**config.mk**
```make
export PLATFORM = sky130hd
export DESIGN_NAME = dsp_host_bridge
export DESIGN_NICKNAME = d
export VERILOG_FILES = /design/src/rtl/dhb_pkg.sv /design/src/rtl/dhb_decode.sv /design/src/rtl/dhb_tile_swizzle.sv /design/src/rtl/dhb_mailbox.sv /design/src/rtl/dsp_host_bridge.sv
export SDC_FILE = /design/constraint.sdc
export NUM_CORES = 1
export LEC_CHECK = 0
export ABC_AREA = 1
export CORE_UTILIZATION = 25
export CTS_CLUSTER_SIZE = 16
export DETAILED_ROUTE_END_ITERATION = 10
export GPL_ROUTABILITY_DRIVEN = 0
export GPL_TIMING_DRIVEN = 0
export PLACE_DENSITY = 0.61
export SKIP_LAST_GASP = 1
export SLEW_MARGIN = 10
export SYNTH_ARGS = -nofsm -noshare
export SYNTH_HDL_FRONTEND = slang
export SYNTH_SLANG_ARGS = --single-unit
```
**constraint.sdc**
```tcl
create_clock -name clk -period 1.27 [get_ports clk]
set_input_delay 0.254 -clock clk [delete_from_list [all_inputs] [get_ports clk]]
set_output_delay 0.254 -clock clk [all_outputs]
set_load 0.03 [all_outputs]
```
**src/rtl/dhb_pkg.sv**
```systemverilog
package dhb_pkg;

    localparam int DHB_DW = 16;

    typedef enum logic [2:0] {
        WIN_NONE,
        WIN_LIN,
        WIN_TILE1,
        WIN_TILE2,
        WIN_REGS
    } win_e;

    // pending host read response
    typedef struct packed {
        logic              valid;
        logic              from_ram;
        logic              byte_rd;
        logic              hi;
        logic [DHB_DW-1:0] snap;
    } rsp_t;

    typedef struct packed {
        rsp_t rsp;
        logic wake_a;
        logic wake_b;
    } front_t;

    typedef struct packed {
        logic [DHB_DW-1:0] xfer;
        logic [1:0]        hs;
        logic              wake;
    } mbox_t;

endpackage

```
**src/rtl/dhb_decode.sv**
```systemverilog
module dhb_decode
    import dhb_pkg::*;
#(
    parameter int                ADDR_W    = 24,
    parameter int                LIN_SPAN  = 17,
    parameter int                TILE_SPAN = 16,
    parameter int                REG_SPAN  = 4,
    parameter logic [ADDR_W-1:0] LIN_BASE  = 24'h300000,
    parameter logic [ADDR_W-1:0] T1_BASE   = 24'h390000,
    parameter logic [ADDR_W-1:0] T2_BASE   = 24'h3A0000,
    parameter logic [ADDR_W-1:0] REG_BASE  = 24'hA15000
) (
    input  logic [ADDR_W-1:REG_SPAN] addr_hi,
    output win_e                     win
);

    always_comb begin
        if (addr_hi[ADDR_W-1:LIN_SPAN] == LIN_BASE[ADDR_W-1:LIN_SPAN])
            win = WIN_LIN;
        else if (addr_hi[ADDR_W-1:TILE_SPAN] == T1_BASE[ADDR_W-1:TILE_SPAN])
            win = WIN_TILE1;
        else if (addr_hi[ADDR_W-1:TILE_SPAN] == T2_BASE[ADDR_W-1:TILE_SPAN])
            win = WIN_TILE2;
        else if (addr_hi == REG_BASE[ADDR_W-1:REG_SPAN])
            win = WIN_REGS;
        else
            win = WIN_NONE;
    end

endmodule

```
**src/rtl/dhb_tile_swizzle.sv**
```systemverilog
// Rotates word-index bits [LO_W+HI_W:1] down by LO_W; others pass straight.
module dhb_tile_swizzle #(
    parameter int IDX_W = 15,
    parameter int LO_W  = 5,
    parameter int HI_W  = 6
) (
    input  logic [IDX_W-1:0] w,
    output logic [IDX_W-1:0] idx
);

    for (genvar i = 0; i < IDX_W; i++) begin : g_bit
        if (i >= 1 && i <= HI_W) begin : g_low
            assign idx[i] = w[i+LO_W];
        end else if (i > HI_W && i <= HI_W + LO_W) begin : g_up
            assign idx[i] = w[i-HI_W];
        end else begin : g_keep
            assign idx[i] = w[i];
        end
    end

endmodule

```
**src/rtl/dhb_mailbox.sv**
```systemverilog
module dhb_mailbox
    import dhb_pkg::*;
(
    input  logic              clk,
    input  logic              rst_n,
    input  logic              host_wr_xfer,
    input  logic [DHB_DW-1:0] host_wdata,
    input  logic              host_rd_hs,
    input  logic              cop_xfer_we,
    input  logic [DHB_DW-1:0] cop_xfer_wdata,
    input  logic              cop_flag_set,
    output logic [DHB_DW-1:0] xfer,
    output logic [1:0]        hs,
    output logic              wake
);

    mbox_t mb_d, mb_q;

    always_comb begin
        mb_d      = mb_q;
        mb_d.wake = 1'b0;
        if (host_wr_xfer) begin
            mb_d.xfer  = host_wdata;
            mb_d.hs[1] = 1'b1;
            mb_d.wake  = 1'b1;
        end else if (cop_xfer_we) begin
            mb_d.xfer = cop_xfer_wdata;
        end
        if (cop_flag_set)
            mb_d.hs[0] = 1'b1;
        else if (host_rd_hs)
            mb_d.hs[0] = 1'b0;
    end

    always_ff @(posedge clk or negedge rst_n) begin
        if (!rst_n) mb_q <= '0;
        else        mb_q <= mb_d;
    end

    assign xfer = mb_q.xfer;
    assign hs   = mb_q.hs;
    assign wake = mb_q.wake;

endmodule

```
**src/rtl/dsp_host_bridge.sv**
```systemverilog
module dsp_host_bridge
    import dhb_pkg::*;
#(
    parameter int                ADDR_W     = 24,
    parameter int                RAM_AW     = 16,
    parameter int                TILE1_LO_W = 5,
    parameter int                TILE2_LO_W = 4,
    parameter int                TILE_HI_W  = 6,
    parameter logic [ADDR_W-1:0] LIN_BASE   = 24'h300000,
    parameter logic [ADDR_W-1:0] T1_BASE    = 24'h390000,
    parameter logic [ADDR_W-1:0] T2_BASE    = 24'h3A0000,
    parameter logic [ADDR_W-1:0] REG_BASE   = 24'hA15000,
    parameter logic [RAM_AW:0]   WATCH_A    = 17'h0FE06,
    parameter logic [RAM_AW:0]   WATCH_B    = 17'h0FE08
) (
    input  logic              clk,
    input  logic              rst_n,
    input  logic              host_req,
    input  logic              host_we,
    input  logic              host_word,
    input  logic [ADDR_W-1:0] host_addr,
    input  logic [15:0]       host_wdata,
    output logic              host_rvalid,
    output logic [15:0]       host_rdata,
    output logic              passthru_sel,
    output logic              ram_en,
    output logic              ram_we,
    output logic [1:0]        ram_be,
    output logic [RAM_AW-1:0] ram_addr,
    output logic [15:0]       ram_wdata,
    input  logic [15:0]       ram_rdata,
    output logic              wake_a,
    output logic              wake_b,
    output logic              mbox_wake,
    input  logic              cop_xfer_we,
    input  logic [15:0]       cop_xfer_wdata,
    input  logic              cop_flag_set,
    output logic [15:0]       cop_xfer,
    output logic [1:0]        cop_flags
);

    localparam int LIN_SPAN  = RAM_AW + 1;
    localparam int TILE_SPAN = RAM_AW;
    localparam int REG_SPAN  = 4;
    localparam int IDX_W     = RAM_AW - 1;

    win_e             win;
    logic [IDX_W-1:0] w, idx1, idx2;
    logic [2:0]       reg_sel;
    logic             wr_xfer, rd_hs, rd_go;
    logic [15:0]      src;
    front_t           f_d, f_q;

    assign w       = host_addr[IDX_W:1];
    assign reg_sel = host_addr[3:1];

    dhb_decode #(
        .ADDR_W(ADDR_W), .LIN_SPAN(LIN_SPAN), .TILE_SPAN(TILE_SPAN),
        .REG_SPAN(REG_SPAN), .LIN_BASE(LIN_BASE), .T1_BASE(T1_BASE),
        .T2_BASE(T2_BASE), .REG_BASE(REG_BASE)
    ) u_dec (
        .addr_hi (host_addr[ADDR_W-1:REG_SPAN]),
        .win     (win)
    );

    dhb_tile_swizzle #(.IDX_W(IDX_W), .LO_W(TILE1_LO_W), .HI_W(TILE_HI_W))
        u_swz1 (.w(w), .idx(idx1));

    dhb_tile_swizzle #(.IDX_W(IDX_W), .LO_W(TILE2_LO_W), .HI_W(TILE_HI_W))
        u_swz2 (.w(w), .idx(idx2));

    // host-side mailbox strobes
    always_comb begin
        wr_xfer = host_req && (win == WIN_REGS) && host_we && host_word
                  && (reg_sel <= 3'd1);
        rd_hs   = host_req && (win == WIN_REGS) && !host_we && (reg_sel == 3'd2);
    end

    dhb_mailbox u_mbox (
        .clk            (clk),
        .rst_n          (rst_n),
        .host_wr_xfer   (wr_xfer),
        .host_wdata     (host_wdata),
        .host_rd_hs     (rd_hs),
        .cop_xfer_we    (cop_xfer_we),
        .cop_xfer_wdata (cop_xfer_wdata),
        .cop_flag_set   (cop_flag_set),
        .xfer           (cop_xfer),
        .hs             (cop_flags),
        .wake           (mbox_wake)
    );

    always_comb begin
        f_d          = '0;
        passthru_sel = 1'b0;
        ram_en       = 1'b0;
        ram_we       = 1'b0;
        ram_be       = 2'b00;
        ram_addr     = '0;
        ram_wdata    = '0;
        rd_go        = host_req && !host_we;

        unique case (win)
            WIN_LIN: begin
                ram_en    = host_req;
                ram_we    = host_req && host_we;
                ram_addr  = host_addr[RAM_AW:1];
                ram_be    = host_word ? 2'b11 : (host_addr[0] ? 2'b01 : 2'b10);
                ram_wdata = host_word ? host_wdata : {2{host_wdata[7:0]}};
                f_d.rsp.valid    = rd_go;
                f_d.rsp.from_ram = 1'b1;
                f_d.wake_a = host_req && host_we && host_word && (host_wdata != '0)
                             && (host_addr[RAM_AW:0] == WATCH_A);
                f_d.wake_b = host_req && host_we && host_word && (host_wdata != '0)
                             && (host_addr[RAM_AW:0] == WATCH_B);
            end
            WIN_TILE1, WIN_TILE2: begin
                ram_en   = rd_go && host_word;
                ram_addr = {1'b0, (win == WIN_TILE1) ? idx1 : idx2};
                f_d.rsp.valid    = rd_go && host_word;
                f_d.rsp.from_ram = 1'b1;
            end
            WIN_REGS: begin
                f_d.rsp.valid = rd_go;
                case (reg_sel)
                    3'd0, 3'd1: f_d.rsp.snap = cop_xfer;
                    3'd2:       f_d.rsp.snap = {14'd0, cop_flags};
                    default:    f_d.rsp.snap = '0;
                endcase
            end
            default: passthru_sel = host_req;
        endcase

        f_d.rsp.byte_rd = !host_word;
        f_d.rsp.hi      = !host_addr[0];
    end

    always_ff @(posedge clk or negedge rst_n) begin
        if (!rst_n) f_q <= '0;
        else        f_q <= f_d;
    end

    always_comb begin
        src         = f_q.rsp.from_ram ? ram_rdata : f_q.rsp.snap;
        host_rvalid = f_q.rsp.valid;
        if (!f_q.rsp.valid)
            host_rdata = '0;
        else if (!f_q.rsp.byte_rd)
            host_rdata = src;
        else
            host_rdata = {8'd0, f_q.rsp.hi ? src[15:8] : src[7:0]};
    end

    assign wake_a = f_q.wake_a;
    assign wake_b = f_q.wake_b;

endmodule

```
Yosys cells after proc, flatten, opt, wreduce, memory -nomap -nowiden
Cells that the tools add are included.
- bits in registers: 41
- output and inout port bits: 75
- logic and storage cells: 77
- input bits: 79
- mux-type cells: 28
- reductions and logical operators: 25
- magnitude comparators: 1
- eq/ne operators: 12
- operators with widths (kind ; count):
    2-to-1 mux 16 bit ; 8
    case mux 16 bit (2 select lines) ; 2
    == test 17 x 16 -> 1 bit, second input constant ; 2
    == test 20 bit, second input constant ; 1
    == test 8 x 6 -> 1 bit, second input constant ; 2
    nonzero test 16 bit ; 1
    logical AND 1 bit ; 13
    2-to-1 mux 12 bit ; 1
    2-to-1 mux 3 bit ; 4
    == test 3 x 2 -> 1 bit, second input constant ; 3
    2-to-1 mux 2 bit ; 4
    2-to-1 mux 8 bit ; 1
    == test 7 x 5 -> 1 bit, second input constant ; 1
    == test 3 x 1 -> 1 bit, second input constant ; 2
    2-to-1 mux 1 bit ; 6
    OR reduction 2 bit ; 3
    case mux 1 bit (2 select lines) ; 2
    nonzero test 2 bit ; 2
    OR reduction 4 bit ; 1
    == test 3 bit, second input constant ; 1
    <= comparator 3 x 1 -> 1 bit, second input constant ; 1
    logical NOT 1 bit ; 3
    logical NOT 3 bit ; 1
    OR reduction 3 bit ; 1

Longest topological paths before layout
Gate-level depths: netlist (run 1).
- depth in word-level cells: 11
- depth in mapped cells: 10

Modules after synthesis
Synthesis (run 1) repeated with hierarchy kept, for this count alone.
- cells, all modules: 466
- area total of the unflattened synthesis: 3139.3 um2
- by module, submodules not included (module ; sequential area each (um2) ; times used ; cells each ; area an instance (um2)):
    dsp_host_bridge ; 550.5 ; 1 ; 315 ; 1921.8
    dhb_mailbox ; 475.5 ; 1 ; 94 ; 864.6
    dhb_tile_swizzle ; 0.0 ; 2 ; 15 ; 112.6
    dhb_decode ; 0.0 ; 1 ; 27 ; 127.6

Worst setup path after synthesis (run 1)
OpenSTA, ideal clock, no wires.
- path kind: input-to-output
- from: input host_addr[22]
- to: output ram_addr[6]
- data required time: 1.016 ns
- buffers on the path: 1
- arrival: 1.620 ns
- stages: 8
- path slack: -0.604 ns
- cell sequence: inv_1 -> nand2_1 -> nor2_2 -> nand3_2 -> buf_2 -> nand2_1 -> o21ai_1 -> o21ai_0
- word-level cells in the longest chain between the ends: 8
- elaborated cells on any way between the ends: 14
- RTL lines (item ; RTL line ; RTL):
    start: declaration ; dsp_host_bridge.sv:21 ; input logic [ADDR_W-1:0] host_addr,
    == test 20 bit ; dhb_decode.sv:24 ; else if (addr_hi == REG_BASE[ADDR_W-1:REG_SPAN])
    2-to-1 mux 3 bit ; dhb_decode.sv:24 ;
    2-to-1 mux 3 bit ; dhb_decode.sv:22 ; else if (addr_hi[ADDR_W-1:TILE_SPAN] == T2_BASE[ADDR_W-1:TILE_SPAN])
    2-to-1 mux 3 bit ; dhb_decode.sv:20 ; else if (addr_hi[ADDR_W-1:TILE_SPAN] == T1_BASE[ADDR_W-1:TILE_SPAN])
    2-to-1 mux 3 bit * ; dhb_decode.sv:18 ; if (addr_hi[ADDR_W-1:LIN_SPAN] == LIN_BASE[ADDR_W-1:LIN_SPAN])
    == test 3 x 2 -> 1 bit, on equally long branches ; dsp_host_bridge.sv:103, dsp_host_bridge.sv:119 ;
    2-to-1 mux 12 bit or OR reduction 2 bit (tied branches) ; n/a ;
    case mux 16 bit (2 select lines) * ; dsp_host_bridge.sv:103 ; unique case (win)
    end: declaration ; dsp_host_bridge.sv:29 ; output logic [RAM_AW-1:0] ram_addr,
Mark *: on every way between the ends. The rest lies on a longest branch, timed or not.

Worst setup path in the final report (run 1)
- from: register f_q[20] (netlist name)
- to: output host_rdata[5]
- word-level cells in the longest chain between the ends: 4
- RTL lines (item ; RTL line ; RTL):
    start: declaration ; dsp_host_bridge.sv:52 ; front_t f_d, f_q;
    start signal: assignment ; dsp_host_bridge.sv:139 ; if (!rst_n) f_q <= '0;
    start signal: assignment ; dsp_host_bridge.sv:140 ; else f_q <= f_d;
    2-to-1 mux 16 bit * ; dsp_host_bridge.sv:144 ; src = f_q.rsp.from_ram ? ram_rdata : f_q.rsp.snap;
    2-to-1 mux 8 bit ; dsp_host_bridge.sv:151 ; host_rdata = {8'd0, f_q.rsp.hi ? src[15:8] : src[7:0]};
    2-to-1 mux 16 bit * ; dsp_host_bridge.sv:148 ; else if (!f_q.rsp.byte_rd)
    2-to-1 mux 16 bit * ; dsp_host_bridge.sv:146 ; if (!f_q.rsp.valid)
    end: declaration ; dsp_host_bridge.sv:24 ; output logic [15:0] host_rdata,
Marked as above.

==> results of run 1 <==
cells by family (layout without fill, tap and decap cells):
logic type      count (synthesis)  after routing  synth area share (%)
flops                          41             41                 34.88
compound gates                 48             48                 8.592
mux                            15             15                 5.402
xor+xnor                        1              1                0.2978
simple gates                  255            256                 40.32
buf+inv                        70            288                 10.51
how the worst min path moves through the flow:
stage	cells after the start	endpoint	from	slack, ns
after floorplan	0	f_q[10]	rst_n	-0.04
after global placement	1	u_mbox.hs[1]	u_mbox.hs[1]	0.49
after detailed placement	1	u_mbox.xfer[13]	rst_n	0.23
after CTS	3	wake_b	host_addr[9]	0.35
after global routing	3	wake_b	host_addr[9]	0.37
final	3	wake_b	host_addr[9]	0.37
stage by stage:
step	total power [mW]	worst slack (ns)	hold WS [ns]
after global placement	2.316	-1.408	0.4906
after floorplan	1.833	-0.2207	-0.04159
after global routing	4.033	-0.6058	0.3709
after detailed placement	2.332	-1.422	0.2269
after CTS	3.867	-0.5692	0.3523
final	3.864	-0.5645	0.3668
area by class of cell:
cell class	count	area (sq um)	area share, %
Clock inverter	1	30.03	0.4715
Inverter	51	229.0	3.595
Buffer	19	214.0	3.360
Multi-Input combinational cell	320	2455	38.55
Sequential cell	41	1027	16.13
Timing Repair Buffer	209	2081	32.67
Clock buffer	7	142.6	2.240
Tap cell	143	178.9	2.809
Timing Repair inverter	1	11.26	0.1768
Yosys cell counts:
cell,count
sky130_fd_sc_hd__nand4_1,23
sky130_fd_sc_hd__nand2_1,114
sky130_fd_sc_hd__nand3_1,20
sky130_fd_sc_hd__nand2_4,1
sky130_fd_sc_hd__a21oi_1,17
sky130_fd_sc_hd__nor2_2,6
sky130_fd_sc_hd__nor3_1,4
sky130_fd_sc_hd__clkbuf_1,7
sky130_fd_sc_hd__nor2_4,1
sky130_fd_sc_hd__or2_2,2
sky130_fd_sc_hd__o21ai_0,21
sky130_fd_sc_hd__o22ai_1,2
sky130_fd_sc_hd__mux2i_1,8
sky130_fd_sc_hd__inv_1,42
sky130_fd_sc_hd__xor2_1,1
sky130_fd_sc_hd__mux2_2,7
sky130_fd_sc_hd__inv_2,9
sky130_fd_sc_hd__a22oi_1,2
sky130_fd_sc_hd__nand4_4,2
sky130_fd_sc_hd__buf_6,5
sky130_fd_sc_hd__nor2_1,72
sky130_fd_sc_hd__o21ai_1,4
sky130_fd_sc_hd__buf_2,4
sky130_fd_sc_hd__buf_1,2
sky130_fd_sc_hd__nand3_2,2
sky130_fd_sc_hd__a211oi_1,2
sky130_fd_sc_hd__dfrtp_1,41
sky130_fd_sc_hd__nand2_2,5
sky130_fd_sc_hd__nand3_4,1
sky130_fd_sc_hd__buf_4,1
sky130_fd_sc_hd__nor2_8,2
timing repair:
item                                    in CTS  in global routing
pin swaps                                   43                 16
buffers inserted                            42                 11
gates cloned                                 9                  0
hold buffers                                 1                  0
hold endpoints to repair                    17                  0
endpoints found under the setup margin     114                 91
resized for setup                          628                 61
state kept, by name (all words and copies together), names as in the netlist:
| register | flops |
|---|---|
| f_q | 19 |
| u_mbox.xfer | 16 |
| u_mbox.wake | 1 |
| wake_b | 1 |
| u_mbox.hs | 2 |
| wake_a | 1 |
| host_rvalid | 1 |
routing by layer:
metal / vias up / global-route usage (%)
li1: 1828 / -
met2: 141 / 34.20
met3: 24 / 3.183
met1: 1728 / 23.66
met4: 0 / 7.022
met5: - / 0
power by group through the flow:
stage | clock network (mW) | registers [mW] | logic [mW]
after global routing | 1.53 | 1.41 | 1.10
after detailed placement | 0 | 1.43 | 0.905
after floorplan | 0 | 1.50 | 0.329
after CTS | 1.46 | 1.40 | 1.00
final | 1.44 | 1.40 | 1.03
after global placement | 0 | 1.42 | 0.892
==> qor.log, run 1 <==
[sta] final count of negative-setup-slack endpoints 64
[cells_and_area] post-layout util 55.77%
[power] net switching power of the design 1.088 mW
[yosys] Synthesis Warnings 0
[clocking] clock tree root driver cell sky130_fd_sc_hd__clkbuf_16
[yosys] synthesized flop and latch total 41
[sta] actual slew at the worst max-slew pin 0.4471 ns
[power] share of total power in the clock network 37.2%
[routing] count of unresolved DRC violations after routing 0
[power] cell internal power dissipation 2.776 mW
[sta] Final Hold Fails 0
[critical_path] number of stages on the worst setup path 6
[critical_path] cell with the largest stage delay on the worst path sky130_fd_sc_hd__dfrtp_1
[routing] Routed WL 12040 um
[min_path] worst min-delay path class input port to flop
[power] Sw Ratio 28.16%
[routing] wire length on met1 4970 um
[critical_path] CP required 1.02 ns
[critical_path] CP peak stage delay 0.40 ns
[die] row count 39
[critical_path] register-to-register path setup slack 0.46 ns
[sta] worst max-slew margin expressed relative to the limit 70.19%
[routing] post-DR wirelength/cell 15.21 um
[cells_and_area] count of antenna diodes in the layout 0
[die] placeable core area 11420 sq um
[die] number of placed I/O pins 154
[routing] Vias per Instance 4.698
[critical_path] Reg-to-Reg End u_mbox.hs[1]
[die] Initial Utilization 25.76%
[global_route] via count of the first global-routing pass 3872
[cells_and_area] ratio of cells with drive above 1 in the final layout 53.93%
[global_route] initial antenna violation count 0
[sta] Layout Skew 0.006576 ns
[critical_path] signal arrival time at the worst endpoint 1.58 ns
[critical_path] element type at the critical path start flop
[power] worst supply voltage drop on vdd 0.5653 mV
[clocking] CTS buffer count 5
[placed_design] post-detailed-placement half-perimeter wirelength 8476 um
[power] proportion of power drawn by flip-flops and latches 36.3%
[global_route] pin count of the biggest net entering global routing 25
[routing] met2 wirelength from detailed routing 6122 um
[cells_and_area] final std cell area, no fill 6369 sq um
[placed_design] count of input and output buffers 151
[critical_path] most frequent CP cell sky130_fd_sc_hd__buf_6
[outcome] violated checks negative setup slack
[yosys] average instance area after synthesis 6.841 sq um
[yosys] unique cell type count in the Yosys netlist 31
[routing] remaining number of nets flagged by the antenna check after routing 0
[cells_and_area] number of fill cells 1007
[placed_design] Inst Count DP 725
[routing] total iterations of the first detailed-routing run 4
[yosys] number of standard cells after synthesis 430
[critical_path] end point of the critical path host_rdata[5]
[outcome] result of the run finished with violations
[die] Die Span Y 110.5 um
[clocking] maximum level of the CTS H-tree 2
[sta] final clock period utilization by the worst path 144.4%
[cells_and_area] number of nets in the layout 727
[sta] Slew Viols, Final 0
[critical_path] Worst Reg2Reg Path Length in Cells 1
[routing] uppermost signal routing layer after detailed routing met4
[sta] crit path setup slack, layout -0.5645 ns
[power] power density of the placed cells 606.7 nW/um^2
[cells_and_area] growth of design area from synthesis to finish 116.5%
[routing] wire length on met3 648 um
[yosys] post-synthesis cell area 2942 sq um
[clocking] clock sink count 41
[critical_path] Top Family by Delay on Critical Path buffers and inverters
[critical_path] number of buffer and inverter instances along the worst setup path 3
[clocking] Clock transition at path regs 0.05 ns
[critical_path] maximum net fanout on the critical path 5
[power] static leakage 2.956 nW
[die] Die Footprint 12200 sq um
[sta] RSZ-0062 raised after global routing true
[global_route] All-Layer GR Usage 19.40%
[job] maxcap violations 0
[routing] DR iter-0 viols 123
[global_route] first-pass GRT wire length 19400 um
[placed_design] Area after DPL 5197 sq um
[sta] shortest clock period the worst path allows after layout 1.834 ns
[yosys] Synth Net Count 509
[critical_path] R2R Path Start u_mbox.hs[1]
[cells_and_area] most used cells in the layout excluding fill and tap cells 91 x sky130_fd_sc_hd__nand2_1, 77 x sky130_fd_sc_hd__buf_6, 49 x sky130_fd_sc_hd__clkdlybuf4s50_1
[cells_and_area] final non-filler cell total 792
[sta] maximum frequency from static timing analysis 545.1 MHz
[critical_path] ordered cell list for the critical path buf_6 -> buf_4 -> mux2_4 -> o21ai_2 -> a21oi_2 -> buf_6
[routing] vias after detailed routing 3721
[die] Horiz. Die Dim 110.5 um
[yosys] Area contributors post-synth sky130_fd_sc_hd__dfrtp_1 35%, sky130_fd_sc_hd__nand2_1 15%, sky130_fd_sc_hd__nor2_1 9.2%, sky130_fd_sc_hd__inv_1 5.4%, sky130_fd_sc_hd__nand4_1 4.9%
[clocking] clock tree from TritonCTS built
[critical_path] critical path type flop to primary output
[critical_path] kind of capture point of the worst setup path primary output
[yosys] post-synth top area cell sky130_fd_sc_hd__dfrtp_1
[critical_path] Crit. Startpoint f_q[20]
[sta] Sum Neg Setup Slack -18.37 ns
[cells_and_area] leading cell type in the layout, fill and taps excluded sky130_fd_sc_hd__nand2_1
[yosys] sequential-to-total area share from yosys stat 34.88%
[yosys] post-synth top area share 34.88%
[power] fraction of power consumed by combinational cells 26.5%
[clocking] maximum clock path buffer count 2
[global_route] final global-route overflow total 0
[clocking] worst skew pair latency 0.28 ns
No activity file was read; power rests on OpenSTA's default activity.
==> run 2, diff against run 1 <==
Settings changed: PLACE_DENSITY 0.61 to 0.59.
Clock period 1.27 ns to 1.9 ns, I/O delays scaled along.
==> run 2 against run 1 <==
The flow now finishes without violations. Core utilization fell by 10 points. Non-clock buffer count fell by 18. Worst hold slack got worse by 0.33 ns. Register-to-register slack improved by 0.61 ns. Critical path depth fell by 1. Power fell by 32%. Global-route usage fell by 1.6 points.
==> qor.log, run 2 (synthesis gave the netlist of run 1 again) <==
[clocking] clock tree root driver cell sky130_fd_sc_hd__clkbuf_16 [unchanged]
[global_route] pin count of the biggest net entering global routing 26 [was 25]
[cells_and_area] flip-flop count of the largest register after layout 19 [unchanged]
[routing] Routed WL 11160 um [was 12040 um]
[cells_and_area] number of nets in the layout 707 [was 727]
[routing] vias after detailed routing 3532 [was 3721]
[sta] Layout Skew 0.004636 ns [was 0.006576 ns]
[cells_and_area] most used cells in the layout excluding fill and tap cells 105 x sky130_fd_sc_hd__nand2_1, 77 x sky130_fd_sc_hd__clkdlybuf4s50_1, 60 x sky130_fd_sc_hd__nor2_1 [was 91 x sky130_fd_sc_hd__nand2_1, 77 x sky130_fd_sc_hd__buf_6, 49 x sky130_fd_sc_hd__clkdlybuf4s50_1]
[placed_design] count of input and output buffers 151 [unchanged]
[cells_and_area] post-layout util 45.77% [was 55.77%]
[sta] RSZ-0062 raised after global routing true [unchanged]
[clocking] worst skew pair latency 0.28 ns [about the same]
[clocking] clock sink count 41 [unchanged]
[critical_path] kind of capture point of the worst setup path primary output [unchanged]
[clocking] maximum clock path buffer count 2 [unchanged]
[placed_design] worst slack after detailed placement -1.027 ns [was -1.422 ns]
[critical_path] maximum net fanout on the critical path 10 [was 5]
[die] Die Footprint 12200 sq um [unchanged]
[cells_and_area] count of antenna diodes in the layout 0 [unchanged]
[power] worst supply voltage drop on vdd 0.3176 mV [was 0.5653 mV]
[sta] final clock period utilization by the worst path 98.78%
[die] placeable core area 11420 sq um [unchanged]
[cells_and_area] Top reg by flops f_q [unchanged]
[die] Horiz. Die Dim 110.5 um [unchanged]
[sta] crit path setup slack, layout 0.02325 ns [was -0.5645 ns]
[sta] Slew Viols, Final 0 [unchanged]
[sta] final count of negative-setup-slack endpoints 0 [was 64]
[sta] actual slew at the worst max-slew pin 0.4518 ns [was 0.4471 ns]
[die] Initial Utilization 25.76% [unchanged]
[critical_path] element type at the critical path start flop [unchanged]
[power] static leakage 2.654 nW [was 2.956 nW]
[routing] Vias per Instance 4.575 [was 4.698]
[die] number of placed I/O pins 154 [unchanged]
[critical_path] critical path type flop to primary output [unchanged]
[cells_and_area] ratio of cells with drive above 1 in the final layout 34.34% [was 53.93%]
[cells_and_area] growth of design area from synthesis to finish 77.67% [was 116.5%]
[placed_design] post-detailed-placement half-perimeter wirelength 8482 um [was 8476 um]
[job] maxcap violations 0 [unchanged]
[routing] total iterations of the first detailed-routing run 4 [unchanged]
[sta] maximum frequency from static timing analysis 532.8 MHz
[placed_design] Area after DPL 4664 sq um [was 5197 sq um]
[global_route] first-pass GRT wire length 17800 um [was 19400 um]
[routing] DR iter-0 viols 116 [was 123]
[cells_and_area] final std cell area, no fill 5226 sq um [was 6369 sq um]
[clocking] hold-fix buffer count after cts 0 [was 1]
[routing] remaining number of nets flagged by the antenna check after routing 0 [unchanged]
[die] row count 39 [unchanged]
[clocking] maximum level of the CTS H-tree 2 [unchanged]
[clocking] Clock transition at path regs 0.06 ns [was 0.05 ns]
[power] power density of the placed cells 499.9 nW/um^2 [was 606.7 nW/um^2]
[clocking] clock tree from TritonCTS built [unchanged]
[die] Die Span Y 110.5 um [unchanged]
[sta] worst max-slew margin expressed relative to the limit 69.88% [was 70.19%]
[critical_path] signal arrival time at the worst endpoint 1.50 ns [was 1.58 ns]
[sta] shortest clock period the worst path allows after layout 1.877 ns
[cells_and_area] leading cell type in the layout, fill and taps excluded sky130_fd_sc_hd__nand2_1 [unchanged]
[outcome] result of the run finished, final reports clean [was finished with violations]
[power] Power Total 2.613 mW [was 3.864 mW]
[global_route] All-Layer GR Usage 17.80% [was 19.40%]
[critical_path] CP required 1.52 ns [was 1.02 ns]
[min_path] worst min-delay path class input port to async pin [was input port to flop]
[sta] Final Hold Fails 0 [unchanged]
[clocking] CTS buffer count 5 [unchanged]
[global_route] final global-route overflow total 0 [unchanged]
[global_route] initial antenna violation count 0 [unchanged]
[routing] post-DR wirelength/cell 14.45 um [was 15.21 um]
[routing] count of unresolved DRC violations after routing 0 [unchanged]
[global_route] via count of the first global-routing pass 3449 [was 3872]
run 2: stage by stage:
stage	std cells	hold slack, ns	TNS [ns]
final	772	0.03672	0
after detailed placement	725	0.3492	-42.18
after floorplan	430	0.08441	-0.1825
after global placement	724	0.4838	-60.93
after CTS	764	0.04822	-0.2548
after global routing	772	0.05794	-0.1075
run 2: worst paths after layout:
| check | slack, ns | depth (start not counted) | start | endpoint |
|---|---|---|---|---|
| max reg2reg | 1.07 | 2 | u_mbox.xfer[1] | f_q[3] |
| min in group clk | 0.48 | 3 | host_addr[9] | wake_b |
| min reg2reg | 0.50 | 1 | u_mbox.hs[1] | u_mbox.hs[1] |
| min | 0.04 | 1 | rst_n | u_mbox.xfer[10] |
| max in group asynchronous | 1.39 | 2 | rst_n | host_rvalid |
| max | 0.02 | 5 | f_q[20] | host_rdata[4] |
run 2: repair_timing:
item | CTS | global route
setup endpoints to repair | 53 | 63
setup buffers | 30 | 7
resized for setup | 372 | 88
pin swaps | 18 | 16
cloned | 2 | 1
run 2: layout make-up:
type | count | area (sq um)
Buffer | 18 | 158.9
Clock buffer | 5 | 125.1
Clock inverter | 3 | 65.06
Fill cell | 1179 | 6192
Inverter | 51 | 196.4
Multi-Input combinational cell | 319 | 1823
Sequential cell | 41 | 1027
Tap cell | 143 | 178.9
Timing Repair Buffer | 192 | 1652
run 2: critical path, stage by stage, from the launching register on:
cell and delay (ns):
sky130_fd_sc_hd__dfrtp_1 0.37, sky130_fd_sc_hd__buf_6 0.14, sky130_fd_sc_hd__buf_12 0.15, sky130_fd_sc_hd__mux2i_4 0.19, sky130_fd_sc_hd__a211oi_2 0.17, sky130_fd_sc_hd__buf_4 0.19
run 2: report_power, final:
part / leakage [nW] / switching, mW / internal [mW] / total (mW)
Sequential: 0.533 / 0.0319 / 0.906 / 0.938
Combinational: 2.03 / 0.321 / 0.283 / 0.603
Clock: 0.0938 / 0.322 / 0.749 / 1.07
Total: 2.65 / 0.674 / 1.94 / 2.61
run 2: metal layers:
metal | vias up | part of all wire, % | global-route usage, %
li1 | 1775 | - | -
met1 | 1624 | 43 | 22.64
met2 | 118 | 50 | 30.77
met3 | 15 | 5.0 | 2.964
met4 | 0 | 1.5 | 5.333
met5 | - | 0 | 0
==> run 3, diff against run 2 <==
Settings changed: CAP_MARGIN set to 20.
==> results of run 3 <==
Same layout as run 2: the final DEF is identical, and so are final timing and power.
